**config.mk**
```make
export PLATFORM = sky130hd
export DESIGN_NAME = run_allocator
export DESIGN_NICKNAME = d
export VERILOG_FILES = /design/src/rtl/alloc_pkg.sv /design/src/rtl/alloc_bitmap.sv /design/src/rtl/alloc_scan.sv /design/src/rtl/run_allocator.sv
export SDC_FILE = /design/constraint.sdc
export NUM_CORES = 1
export LEC_CHECK = 0
export BUFFER_PORTS_ARGS = -buffer_cell sky130_fd_sc_hd__buf_2
export CAP_MARGIN = 25
export CORE_ASPECT_RATIO = 0.6
export CORE_MARGIN = 2
export CORE_UTILIZATION = 55
export CTS_BUF_LIST = sky130_fd_sc_hd__clkbuf_8
export DETAILED_ROUTE_END_ITERATION = 8
export GPL_TIMING_DRIVEN = 0
export PLACE_DENSITY = 0.81
export RECOVER_POWER = 100
export SYNTH_ARGS = -nofsm -noshare
export SYNTH_HDL_FRONTEND = slang
export SYNTH_SLANG_ARGS = --single-unit
```
**constraint.sdc**
```tcl
create_clock -name clk -period 23 [get_ports clk]
set_clock_uncertainty 0.2 [all_clocks]
set_input_delay 2.3 -clock clk [delete_from_list [all_inputs] [get_ports clk]]
set_output_delay 2.3 -clock clk [all_outputs]
set_load 0.01 [all_outputs]
```
**src/rtl/alloc_pkg.sv**
```systemverilog
package alloc_pkg;

    typedef enum logic [1:0] {
        FIT_FIRST = 2'b00,
        FIT_NEXT  = 2'b01,
        FIT_BEST  = 2'b10,
        FIT_WORST = 2'b11
    } fit_e;

    typedef enum logic {
        OP_ALLOC = 1'b0,
        OP_FREE  = 1'b1
    } op_e;

    // Policies that stop at the first run long enough.
    function automatic logic fit_is_linear(fit_e p);
        return (p == FIT_FIRST) || (p == FIT_NEXT);
    endfunction

    // Whether a finished run of length cand replaces the stored candidate.
    function automatic logic fit_prefers(fit_e p, logic have, int unsigned cand, int unsigned held);
        if (!have)
            return 1'b1;
        if (p == FIT_BEST)
            return cand < held;
        return cand > held;
    endfunction

endpackage

```
**src/rtl/alloc_bitmap.sv**
```systemverilog
module alloc_bitmap #(
    parameter int NCHUNK = 32,
    parameter int IDX_W  = 5,
    parameter int LEN_W  = 6
) (
    input  logic             clk,
    input  logic             rst,
    input  logic [IDX_W-1:0] lo,
    input  logic [LEN_W-1:0] cnt,
    input  logic             set_en,
    input  logic             clr_en,
    output logic [NCHUNK-1:0] used_map,
    output logic [LEN_W-1:0] free_cnt,
    output logic             rng_ok,
    output logic             rng_all_used
);
    localparam int SUM_W = LEN_W + 1;

    logic [SUM_W-1:0]  hi_excl;
    logic [NCHUNK-1:0] sel;

    assign hi_excl = SUM_W'(lo) + SUM_W'(cnt);

    for (genvar i = 0; i < NCHUNK; i++) begin : g_sel
        assign sel[i] = (SUM_W'(i) >= SUM_W'(lo)) && (SUM_W'(i) < hi_excl);
    end

    assign rng_ok       = (cnt != '0) && (hi_excl <= SUM_W'(NCHUNK));
    assign rng_all_used = &(used_map | ~sel);

    always_ff @(posedge clk) begin
        if (rst) begin
            used_map <= '0;
            free_cnt <= LEN_W'(NCHUNK);
        end else if (set_en) begin
            used_map <= used_map | sel;
            free_cnt <= free_cnt - cnt;
        end else if (clr_en) begin
            used_map <= used_map & ~sel;
            free_cnt <= free_cnt + cnt;
        end
    end

endmodule

```
**src/rtl/alloc_scan.sv**
```systemverilog
module alloc_scan
    import alloc_pkg::*;
#(
    parameter int NCHUNK = 32,
    parameter int IDX_W  = 5,
    parameter int LEN_W  = 6
) (
    input  logic              clk,
    input  logic              rst,
    input  logic              go,
    input  fit_e              go_pol,
    input  logic [IDX_W-1:0]  go_origin,
    input  logic [LEN_W-1:0]  go_len,
    input  logic [NCHUNK-1:0] used_map,
    output logic              active,
    output logic              done,
    output logic              found,
    output logic [IDX_W-1:0]  pick_start,
    output logic [LEN_W-1:0]  pick_len
);
    localparam int PW = IDX_W + 1;

    fit_e             pol;
    logic [IDX_W-1:0] step, org, run_st, best_st;
    logic [LEN_W-1:0] run_len, best_len;
    logic             have;

    logic [PW-1:0]    raw_pos;
    logic [IDX_W-1:0] pos, nxt_idx, cur_st;
    logic [LEN_W-1:0] cur_len;
    logic             fr, restart, last, run_end, hit, cand, linear, fin;

    assign raw_pos = PW'(org) + PW'(step);
    assign pos     = (raw_pos >= PW'(NCHUNK)) ? IDX_W'(raw_pos - PW'(NCHUNK)) : IDX_W'(raw_pos);
    assign nxt_idx = (pos == IDX_W'(NCHUNK - 1)) ? '0 : pos + IDX_W'(1);
    assign fr      = !used_map[pos];
    assign last    = (step == IDX_W'(NCHUNK - 1));
    assign restart = (step == '0) || (pos == '0) || (run_len == '0);
    assign cur_len = !fr ? '0 : (restart ? LEN_W'(1) : run_len + LEN_W'(1));
    assign cur_st  = restart ? pos : run_st;
    assign run_end = fr && ((pos == IDX_W'(NCHUNK - 1)) || used_map[nxt_idx] || last);
    assign linear  = fit_is_linear(pol);
    assign hit     = linear && fr && (cur_len == pol_need());
    assign cand    = !linear && run_end && (cur_len >= pick_len)
                     && fit_prefers(pol, have, int'(cur_len), int'(best_len));
    assign fin     = hit || last;

    function automatic logic [LEN_W-1:0] pol_need();
        return pick_len;
    endfunction

    assign done       = active && fin;
    assign found      = linear ? hit : (have || cand);
    assign pick_start = (linear || cand) ? cur_st : best_st;

    always_ff @(posedge clk) begin
        if (rst) begin
            active   <= 1'b0;
            pol      <= FIT_FIRST;
            step     <= '0;
            org      <= '0;
            pick_len <= '0;
            run_len  <= '0;
            run_st   <= '0;
            have     <= 1'b0;
            best_st  <= '0;
            best_len <= '0;
        end else if (go) begin
            active   <= 1'b1;
            pol      <= go_pol;
            step     <= '0;
            org      <= go_origin;
            pick_len <= go_len;
            run_len  <= '0;
            run_st   <= '0;
            have     <= 1'b0;
        end else if (active) begin
            if (fin) begin
                active <= 1'b0;
            end else begin
                step    <= step + IDX_W'(1);
                run_len <= cur_len;
                run_st  <= cur_st;
                if (cand) begin
                    have     <= 1'b1;
                    best_st  <= cur_st;
                    best_len <= cur_len;
                end
            end
        end
    end

endmodule

```
**src/rtl/run_allocator.sv**
```systemverilog
module run_allocator
    import alloc_pkg::*;
#(
    parameter  int NCHUNK = 32,
    localparam int IDX_W  = $clog2(NCHUNK),
    localparam int LEN_W  = $clog2(NCHUNK + 1)
) (
    input  logic             clk,
    input  logic             rst,
    input  logic             req_valid,
    input  logic             req_op,
    input  logic [1:0]       req_policy,
    input  logic [IDX_W-1:0] req_start,
    input  logic [LEN_W-1:0] req_len,
    output logic             busy,
    output logic             rsp_valid,
    output logic             rsp_ok,
    output logic             rsp_err,
    output logic [IDX_W-1:0] rsp_start,
    output logic [LEN_W-1:0] free_count
);
    localparam int SUM_W = LEN_W + 1;

    fit_e              pol_in;
    logic              accept, free_try, alloc_try, len_bad, go, clr_ok, set_en;
    logic [IDX_W-1:0]  nf_ptr, origin, rng_lo;
    logic [LEN_W-1:0]  rng_cnt;
    logic [NCHUNK-1:0] used_map;
    logic              rng_ok, rng_all_used;
    logic              scan_done, scan_found;
    logic [IDX_W-1:0]  scan_start;
    logic [LEN_W-1:0]  scan_len;
    logic [SUM_W-1:0]  end_sum;

    assign pol_in    = fit_e'(req_policy);
    assign accept    = req_valid && !busy;
    assign free_try  = accept && (op_e'(req_op) == OP_FREE);
    assign alloc_try = accept && (op_e'(req_op) == OP_ALLOC);
    assign len_bad   = (req_len == '0) || (req_len > LEN_W'(NCHUNK));
    assign go        = alloc_try && !len_bad;
    assign origin    = (pol_in == FIT_NEXT) ? nf_ptr : '0;

    // The range port serves the scan result while busy, else the free request.
    assign rng_lo  = busy ? scan_start : req_start;
    assign rng_cnt = busy ? scan_len   : req_len;

    assign clr_ok  = free_try && rng_ok && rng_all_used;
    assign set_en  = scan_done && scan_found;
    assign end_sum = SUM_W'(scan_start) + SUM_W'(scan_len);

    alloc_bitmap #(.NCHUNK(NCHUNK), .IDX_W(IDX_W), .LEN_W(LEN_W)) u_map (
        .clk          (clk),
        .rst          (rst),
        .lo           (rng_lo),
        .cnt          (rng_cnt),
        .set_en       (set_en),
        .clr_en       (clr_ok),
        .used_map     (used_map),
        .free_cnt     (free_count),
        .rng_ok       (rng_ok),
        .rng_all_used (rng_all_used)
    );

    alloc_scan #(.NCHUNK(NCHUNK), .IDX_W(IDX_W), .LEN_W(LEN_W)) u_scan (
        .clk        (clk),
        .rst        (rst),
        .go         (go),
        .go_pol     (pol_in),
        .go_origin  (origin),
        .go_len     (req_len),
        .used_map   (used_map),
        .active     (busy),
        .done       (scan_done),
        .found      (scan_found),
        .pick_start (scan_start),
        .pick_len   (scan_len)
    );

    always_ff @(posedge clk) begin
        if (rst) begin
            rsp_valid <= 1'b0;
            rsp_ok    <= 1'b0;
            rsp_err   <= 1'b0;
            rsp_start <= '0;
            nf_ptr    <= '0;
        end else begin
            rsp_valid <= free_try || (alloc_try && len_bad) || scan_done;
            rsp_ok    <= clr_ok || set_en;
            rsp_err   <= free_try && !clr_ok;
            rsp_start <= set_en ? scan_start : '0;
            if (set_en)
                nf_ptr <= (end_sum >= SUM_W'(NCHUNK)) ? IDX_W'(end_sum - SUM_W'(NCHUNK))
                                                      : IDX_W'(end_sum);
        end
    end

endmodule

```
==> impl_summary.md, run 1 <==
Clocking
For this design, the CTS-stage hold fixing added 0 buffers. The clock input transition at the sequential cells of the worst setup and hold paths is 0.09 ns. The number of setup buffers added after CTS is 0. Buffers inserted during clock tree synthesis total 9. The deepest clock path buffer count is 2. The sink count of the clock tree is slightly above 90. Clock tree synthesis selected as its root buffer the cell sky130_fd_sc_hd__clkbuf_8.

The count of cells resized by post-cts repair is 0. The depth of the CTS H-tree is 3. TritonCTS built the clock tree. The later pin in the worst-skew pair is clocked with a latency of 0.40 ns.

Detailed routing
Dividing the detail-routed wire length by the instance count gives roughly 22 microns. The detail route stage leaves a number of antenna-violating nets equal to 0. The first detailed-routing pass took 6 iterations. The DRC violation count after routing is 0. The highest layer touched by signal routing is met4.

The via count is between 7000 and 8000. The detail-routed via count per cell is 6.60. The sum of routed wire length over all layers is approximately 24 mm.

The met2 layer wire length in the routed design is 8.98 mm. The met1 layer wirelength in the final routing is 10.9 mm. For this block, the initial DRC count from the detailed router was 954.

Summed over all nets, wire length on met3 after detailed routing comes to roughly 3.8 mm.

Die
The horizontal extent of the die is 151 microns. The placeable core region is approximately 13000 sq um. The initial utilization of the core area, before any placement, comes to 55.8%. The die outline height is between 90 and 100 microns. The floorplan step defined a die boundary enclosing approximately 14000 sq um. The row count is 32. For this design the top-level I/O count stands at 32.

Placement
Counting tap cells, the placed design contains a total of 1093 instances. Summed over all nets, the half-perimeter wirelength after detailed placement is 18.7 mm. Input and output buffers added on the ports amount to 31. The placer congestion estimate is 1.02.

Synth
The fraction of post-synthesis cell area in the top cell type by area is between 20% and 30%. The proportion of synthesized chip area in sequential cells is 26.3%. In this run, synthesis inferred 0 flip-flops with an integrated enable. The synthesized netlist occupies a cell area of 7090 sq um.

During synthesis, Yosys emitted a total of 0 warnings. The net count of the mapped netlist is 947. Yosys attributes the largest share of cell area to sky130_fd_sc_hd__dfxtp_1 26%, sky130_fd_sc_hd__a21oi_1 6.9%, sky130_fd_sc_hd__ha_1 6.2%, sky130_fd_sc_hd__mux2i_1 5.5%, sky130_fd_sc_hd__nand2_1 5.3%. The count of cell types in the netlist is 86. The flop and latch count out of synthesis is 93. Dividing the synthesized area by the synthesized cell count gives roughly 7.9 sq um. The async set-or-reset flop fraction in the synthesized netlist is 0%. The main flop type after synthesis is sky130_fd_sc_hd__dfxtp_1. The synthesized design spends more area on one cell type than any other, namely sky130_fd_sc_hd__dfxtp_1. In the synthesized netlist, the number of instances is 892.

Timing
Across all hold checks on the routed design, the worst slack comes to 0.267 ns. Summed over all failing endpoints, the final setup total negative slack is 0 ns. Dividing the final minimum period by the clock period gives 58.9%. The setup violation total in the final timing report is 0.

The number of pins with negative max-slew slack in the final report came to 9. The maximum clock frequency is approximately 74 MHz. The final hold violation count is 0. The slew at the pin with the worst max-slew slack is 1.89 ns.

After layout, the minimum clock period comes to roughly 14 ns. Headroom to the max-slew limit came out at -27.7%. Setup repair after global routing left no endpoint under its margin.

Critical path
The most prevalent standard cell on the critical path is sky130_fd_sc_hd__clkbuf_1. The arrival time at the worst endpoint is 13.60 ns. For this run, the slowest stage of the critical path takes roughly 1.6 ns. Of all nets on the critical path, the largest fanout is 10. The worst path required time is between 20 and 25 ns.

By startpoint and endpoint, the worst setup path is classified as flop to flop. The type of origin of the critical path is a flop. The worst setup path is captured at a flop. The slowest stage cell on the critical path is sky130_fd_sc_hd__o41ai_1.

Global routing
For this run the aggregate overflow at the end of global routing stands at 0. The total routing resource utilization after global routing is 35.6%. The initial antenna violation count is 0.

The number of global-route vias before repair was 6608. The first global-routing pass estimated 37.2 mm of wire. Entering global routing, the biggest net connects 15 pins.

Finish
The proportion of layout cells with a drive suffix above 1 is under 10%. Cells fill about three fifths of the core in the end. The antenna cell count is 0. The final layout contains between 900 and 1000 nets. The filler cells instantiated in the layout total roughly 1200. After the flow finishes, the layout carries non-filler instances totaling ~1100.

From synthesis to final layout, the design area changed by 7.45%.

Power and ir drop
The power density normalized to cell area is 53.9 nW/um^2. The static leakage power is 2.91 nW. The overall power is about 410 uW. Across the VDD grid, the largest voltage drop is around 0.034 mV.

Min path
The worst hold path belongs to the class flop to flop.

Flow run
Across the run, the number of max-cap violations was 1.

Status
The run finished, with violations left. The checks that failed: capacitance limit, slew limit.
[cells by family (layout without fill, tap and decap cells)]
group                    Yosys count  count (layout)  synth area share (%)
AO/OA/AOI/OAI                    280             280                  26.9
XOR/XNOR                          33              33                  4.29
adder cells (fa/ha/maj)           38              38                  7.03
buffers and inverters             91             139                  5.09
flip-flops                        93              93                  26.3
multiplexers                      58              58                  10.4
AND/OR/NAND/NOR                  299             299                  19.9
[Yosys cell counts, types with 11 or more instances]
master	n
sky130_fd_sc_hd__mux4_2	12
sky130_fd_sc_hd__a211oi_1	15
sky130_fd_sc_hd__inv_1	44
sky130_fd_sc_hd__o21ai_0	32
sky130_fd_sc_hd__mux2i_1	39
sky130_fd_sc_hd__xor2_1	11
sky130_fd_sc_hd__a21oi_1	97
sky130_fd_sc_hd__dfxtp_1	93
sky130_fd_sc_hd__ha_1	35
sky130_fd_sc_hd__or2_2	17
sky130_fd_sc_hd__xnor2_1	20
sky130_fd_sc_hd__nand3_1	20
sky130_fd_sc_hd__nand2_1	100
sky130_fd_sc_hd__clkbuf_1	33
sky130_fd_sc_hd__o21ai_1	20
sky130_fd_sc_hd__nor2_1	85
[layout make-up]
cell class | instances | area [sq um] | share of cell area [%]
Inverter | 45 | 169 | 2.22
Buffer | 46 | 184 | 2.42
Sequential cell | 93 | 1860 | 24.5
Clock inverter | 4 | 48.8 | 0.641
Tap cell | 170 | 213 | 2.79
Timing Repair Buffer | 33 | 145 | 1.91
Multi-Input combinational cell | 708 | 4840 | 63.6
Clock buffer | 11 | 151 | 1.99
[where the power goes]
group,total [mW],internal (mW),leakage [nW],switching (mW)
logic,0.127,0.0398,2.06,0.0871
clock network,0.118,0.0553,0.0988,0.0632
registers,0.165,0.163,0.750,0.00208
[per-stage QoR]
stage	worst slack [ns]	instance area, sq um
2_1_floorplan	14.09	7090
3_3_place_gp	11.12	7450
3_5_place_dp	11.18	7450
4_1_cts	11.12	7650
5_1_grt	8.98	7610
6_report	9.45	7610
[worst paths after layout]
check              startpoint          endpoint  slack [ns]  cells past startpoint
min reg2reg  u_scan.run_st[1]  u_scan.run_st[1]        0.27                      2
min          u_scan.run_st[1]  u_scan.run_st[1]        0.27                      2
max reg2reg    u_scan.step[0]              flop        9.45                     34
max            u_scan.step[0]              flop        9.45                     34
[placed cells by master (no fill, tap or decap), types with 10 or more instances in the layout]
cell type and count:
sky130_fd_sc_hd__ha_1 35, sky130_fd_sc_hd__a21oi_1 97, sky130_fd_sc_hd__xor2_1 11, sky130_fd_sc_hd__mux2i_1 39, sky130_fd_sc_hd__or2_2 17, sky130_fd_sc_hd__clkbuf_8 11
sky130_fd_sc_hd__mux4_2 12, sky130_fd_sc_hd__nand3_1 20, sky130_fd_sc_hd__nor2_1 85, sky130_fd_sc_hd__clkbuf_1 57, sky130_fd_sc_hd__dfxtp_1 93, sky130_fd_sc_hd__buf_2 19
sky130_fd_sc_hd__o21ai_0 44, sky130_fd_sc_hd__inv_1 45, sky130_fd_sc_hd__xnor2_1 20, sky130_fd_sc_hd__nand2_1 100, sky130_fd_sc_hd__a21o_1 10, sky130_fd_sc_hd__a211oi_1 17
[critical path, delay by kind of cell, from the launching register on]
kind	cells	cell delay [ns]
compound gates	11	4.74
xor+xnor	1	0.75
fa+ha+maj	4	1.93
buf+inv	6	1.70
flops	1	0.45
mux	2	0.63
simple gates	10	2.98
[metal layers]
metal | track usage, % | up-vias
li1 | - | 3366
met1 | 55.2 | 3420
met2 | 44.0 | 486
met3 | 14.8 | 57
met4 | 8.41 | 0
met5 | 0 | -
No activity file was read; power rests on OpenSTA's default activity.
==> run 2: changes to the inputs <==
--- a/config.mk
+++ b/config.mk
@@ -13,7 +13,7 @@
 export CTS_BUF_LIST = sky130_fd_sc_hd__clkbuf_8
 export DETAILED_ROUTE_END_ITERATION = 8
 export GPL_TIMING_DRIVEN = 0
-export PLACE_DENSITY = 0.81
+export PLACE_DENSITY = 0.84
 export RECOVER_POWER = 100
 export SYNTH_ARGS = -nofsm -noshare
 export SYNTH_HDL_FRONTEND = slang
==> constraint.sdc (replaced) <==
create_clock -name clk -period 11.2 [get_ports clk]
set_clock_uncertainty 0.2 [all_clocks]
set_input_delay 1.12 -clock clk [delete_from_list [all_inputs] [get_ports clk]]
set_output_delay 1.12 -clock clk [all_outputs]
set_load 0.01 [all_outputs]
==> run 2 against run 1 <==
The run now ends clean. Global-route usage is 0.64 points higher. Routed wire length grew 2.7%. Final cell count is essentially flat. Total power up 99%. Via count increased by 0.65%. Critical path type unchanged. Hold slack got worse by 0.00070 ns. Clock power is 75% higher. Sequential power increased by 100%. Sequential cell count unchanged. Die area unchanged. Sequential share of layout area down 0.21 points. Count of clock-buffer cells in the layout decreased by 1.
==> impl_summary.md, run 2 (synthesis results as in run 1) <==
Status
The run finished with clean final reports.

Detailed routing
For this block, the initial DRC count from the detailed router was 1112. The routed layout has 7377 vias. The detail-routed via count per cell is 6.65. In the final routed layout, each cell accounts on average for 22.4 microns. The first detailed-routing pass took 6 iterations.

The remaining antenna violation count is 0. For this run, design rule violations remaining after detail routing come to 0. The sum of routed wire length over all layers is 24.8 mm.

Timing
The slew at the pin with the worst max-slew slack is 1.13 ns. The final hold violation count was 0. After routing, the total negative slack on setup checks comes to 0 ns. The relative slew slack is 25.0%. Subtracting the final worst setup slack from the clock period gives 10.82 ns.

The fraction of the cycle the final worst path needs is between 90% and 100%. The smallest setup slack after layout is 0.385 ns. The maximum clock frequency is 92.5 MHz. The number of pins with negative max-slew slack in the final report came to 0.

Setup violations remaining at the end of the flow were counted as 0.

Clocking
The clock tree synthesis step divided the H-tree into 3 levels. The number of buffers created by CTS is 9. Counting every sink on the clock net gives 93. TritonCTS built the clock tree. The clock input transition at the sequential cells of the worst setup and hold paths is 0.09 ns. The deepest clock path buffer count is 2. In this run, post-CTS hold repair placed 0 buffers.

CTS placed an instance of sky130_fd_sc_hd__clkbuf_8 at the clock tree root. Clock latency on the worst-skew pair, taken at its later pin, is 0.37 ns.

Critical path
In this design, the stage delay of the slowest critical-path cell is 0.67 ns. The cell class contributing the biggest share of worst-path delay is compound AO/OA/AOI/OAI gates. The category of the worst setup path capture point is a flop. The arrival time at the worst endpoint is 10.85 ns. The worst path required time is 11.24 ns. The top fanout value on the critical path is 10. The type of origin of the critical path is a flop.

Together, buffers and inverters on the worst path number 8. The slowest stage of the critical path belongs to the cell sky130_fd_sc_hd__fa_1. The critical setup path kind is flop to flop.

Finish
The leading cell type in the layout, fill and taps excluded is sky130_fd_sc_hd__nand2_1. In the layout the commonest cells are 100 x sky130_fd_sc_hd__nand2_1, 96 x sky130_fd_sc_hd__a21oi_1, 93 x sky130_fd_sc_hd__dfxtp_1. The proportion of layout cells with a drive suffix above 1 is 11.2%. 0 antenna diodes ended up in the layout.

The layout overhead on the synthesized area is 8.37%. Once layout is complete, the utilization of the core stands at 60.5%. The final-stage net count is between 900 and 1000. The fill cell instance count of the final layout is 1143.

Die
The starting density of the core is between 50% and 60%. The placeable core region is between 10000 and 15000 sq um. The floorplan step set the die width to approximately 150 microns.

The initialized floorplan defines 32 standard-cell rows. The die covers 13800 sq um. 32 I/O pins were placed. The die outline height is 91.9 microns.

Placement
OpenSTA, run right after detailed placement, puts the worst setup slack at -0.478 ns. The detailed placer's ending HPWL is 19.3 mm. Buffers placed on the I/O ports in this run total 31. The congestion estimate from routability-driven global placement came to 1.02.

Power and ir drop
The overall power is approximately 820 uW. In this run the static leakage power is roughly 2.9 nW. The power density normalized to cell area is 106 nW/um^2.

The highest ir drop seen on vdd is 0.0771 mV.

Global routing
The total routing resource utilization after global routing is between 30% and 40%. The maximum number of pins on one net before global-route repair is 15. Global routing finished with a remaining overflow of 0. The first global-routing pass estimated 38.1 mm of wire.

The initial antenna violation count is 0. The number of global-route vias before repair was 6653.

Flow run
The reported max-cap violation count is 0.

Min path
The tightest min-delay check is of the flop to flop type.
run 2: power by group:
part           internal (mW)  switching, mW  total, mW
logic                 0.0839          0.187      0.271
clock network         0.0841          0.123      0.207
registers              0.334        0.00436      0.338
run 2: routing by layer:
metal	global-route usage (%)	part of all wire [%]	vias to the layer above
li1	-	-	3369
met1	55.7	45	3438
met2	46.8	38	525
met3	13.6	16	45
met4	7.94	1.3	0
met5	0	0	-
run 2: worst min-delay path, stage by stage, from the launching register on:
cell                      delay (ns)
sky130_fd_sc_hd__dfxtp_1        0.32
sky130_fd_sc_hd__nand2_1        0.05
sky130_fd_sc_hd__a21oi_1        0.05
run 2: cell type report:
type	count	area [sq um]	area share, %
multi-input cells	708	4920	64.1
flip-flops and latches	93	1860	24.2
well taps	170	213	2.77
plain buffers	44	184	2.40
inverters	45	173	2.25
repair buffers	34	155	2.02
clock buffers	10	138	1.79
clock inverters	5	30.0	0.391
run 2: worst paths after layout:
path | start | to | slack (ns) | cells past startpoint
worst max-delay path | u_scan.step[0] | flop | 0.38 | 38
worst min-delay path | u_scan.run_st[1] | u_scan.run_st[1] | 0.27 | 2
worst max register to register | u_scan.step[0] | flop | 0.38 | 38
worst min register to register | u_scan.run_st[1] | u_scan.run_st[1] | 0.27 | 2
run 2: what timing repair did:
action                     4_1_cts  5_1_grt
pin swaps                        0        1
buffers inserted                 0        2
resized for setup                5        9
setup endpoints to repair       40       40
run 2: per-stage QoR:
step | hold WS [ns] | instance area [sq um] | std cells
after global routing | 0.289 | 7680 | 1109
final | 0.266 | 7680 | 1109
after CTS | 0.261 | 7650 | 1108
after floorplan | 0.234 | 7090 | 892
after detailed placement | 0.249 | 7460 | 1094
after global placement | 0.243 | 7450 | 1093
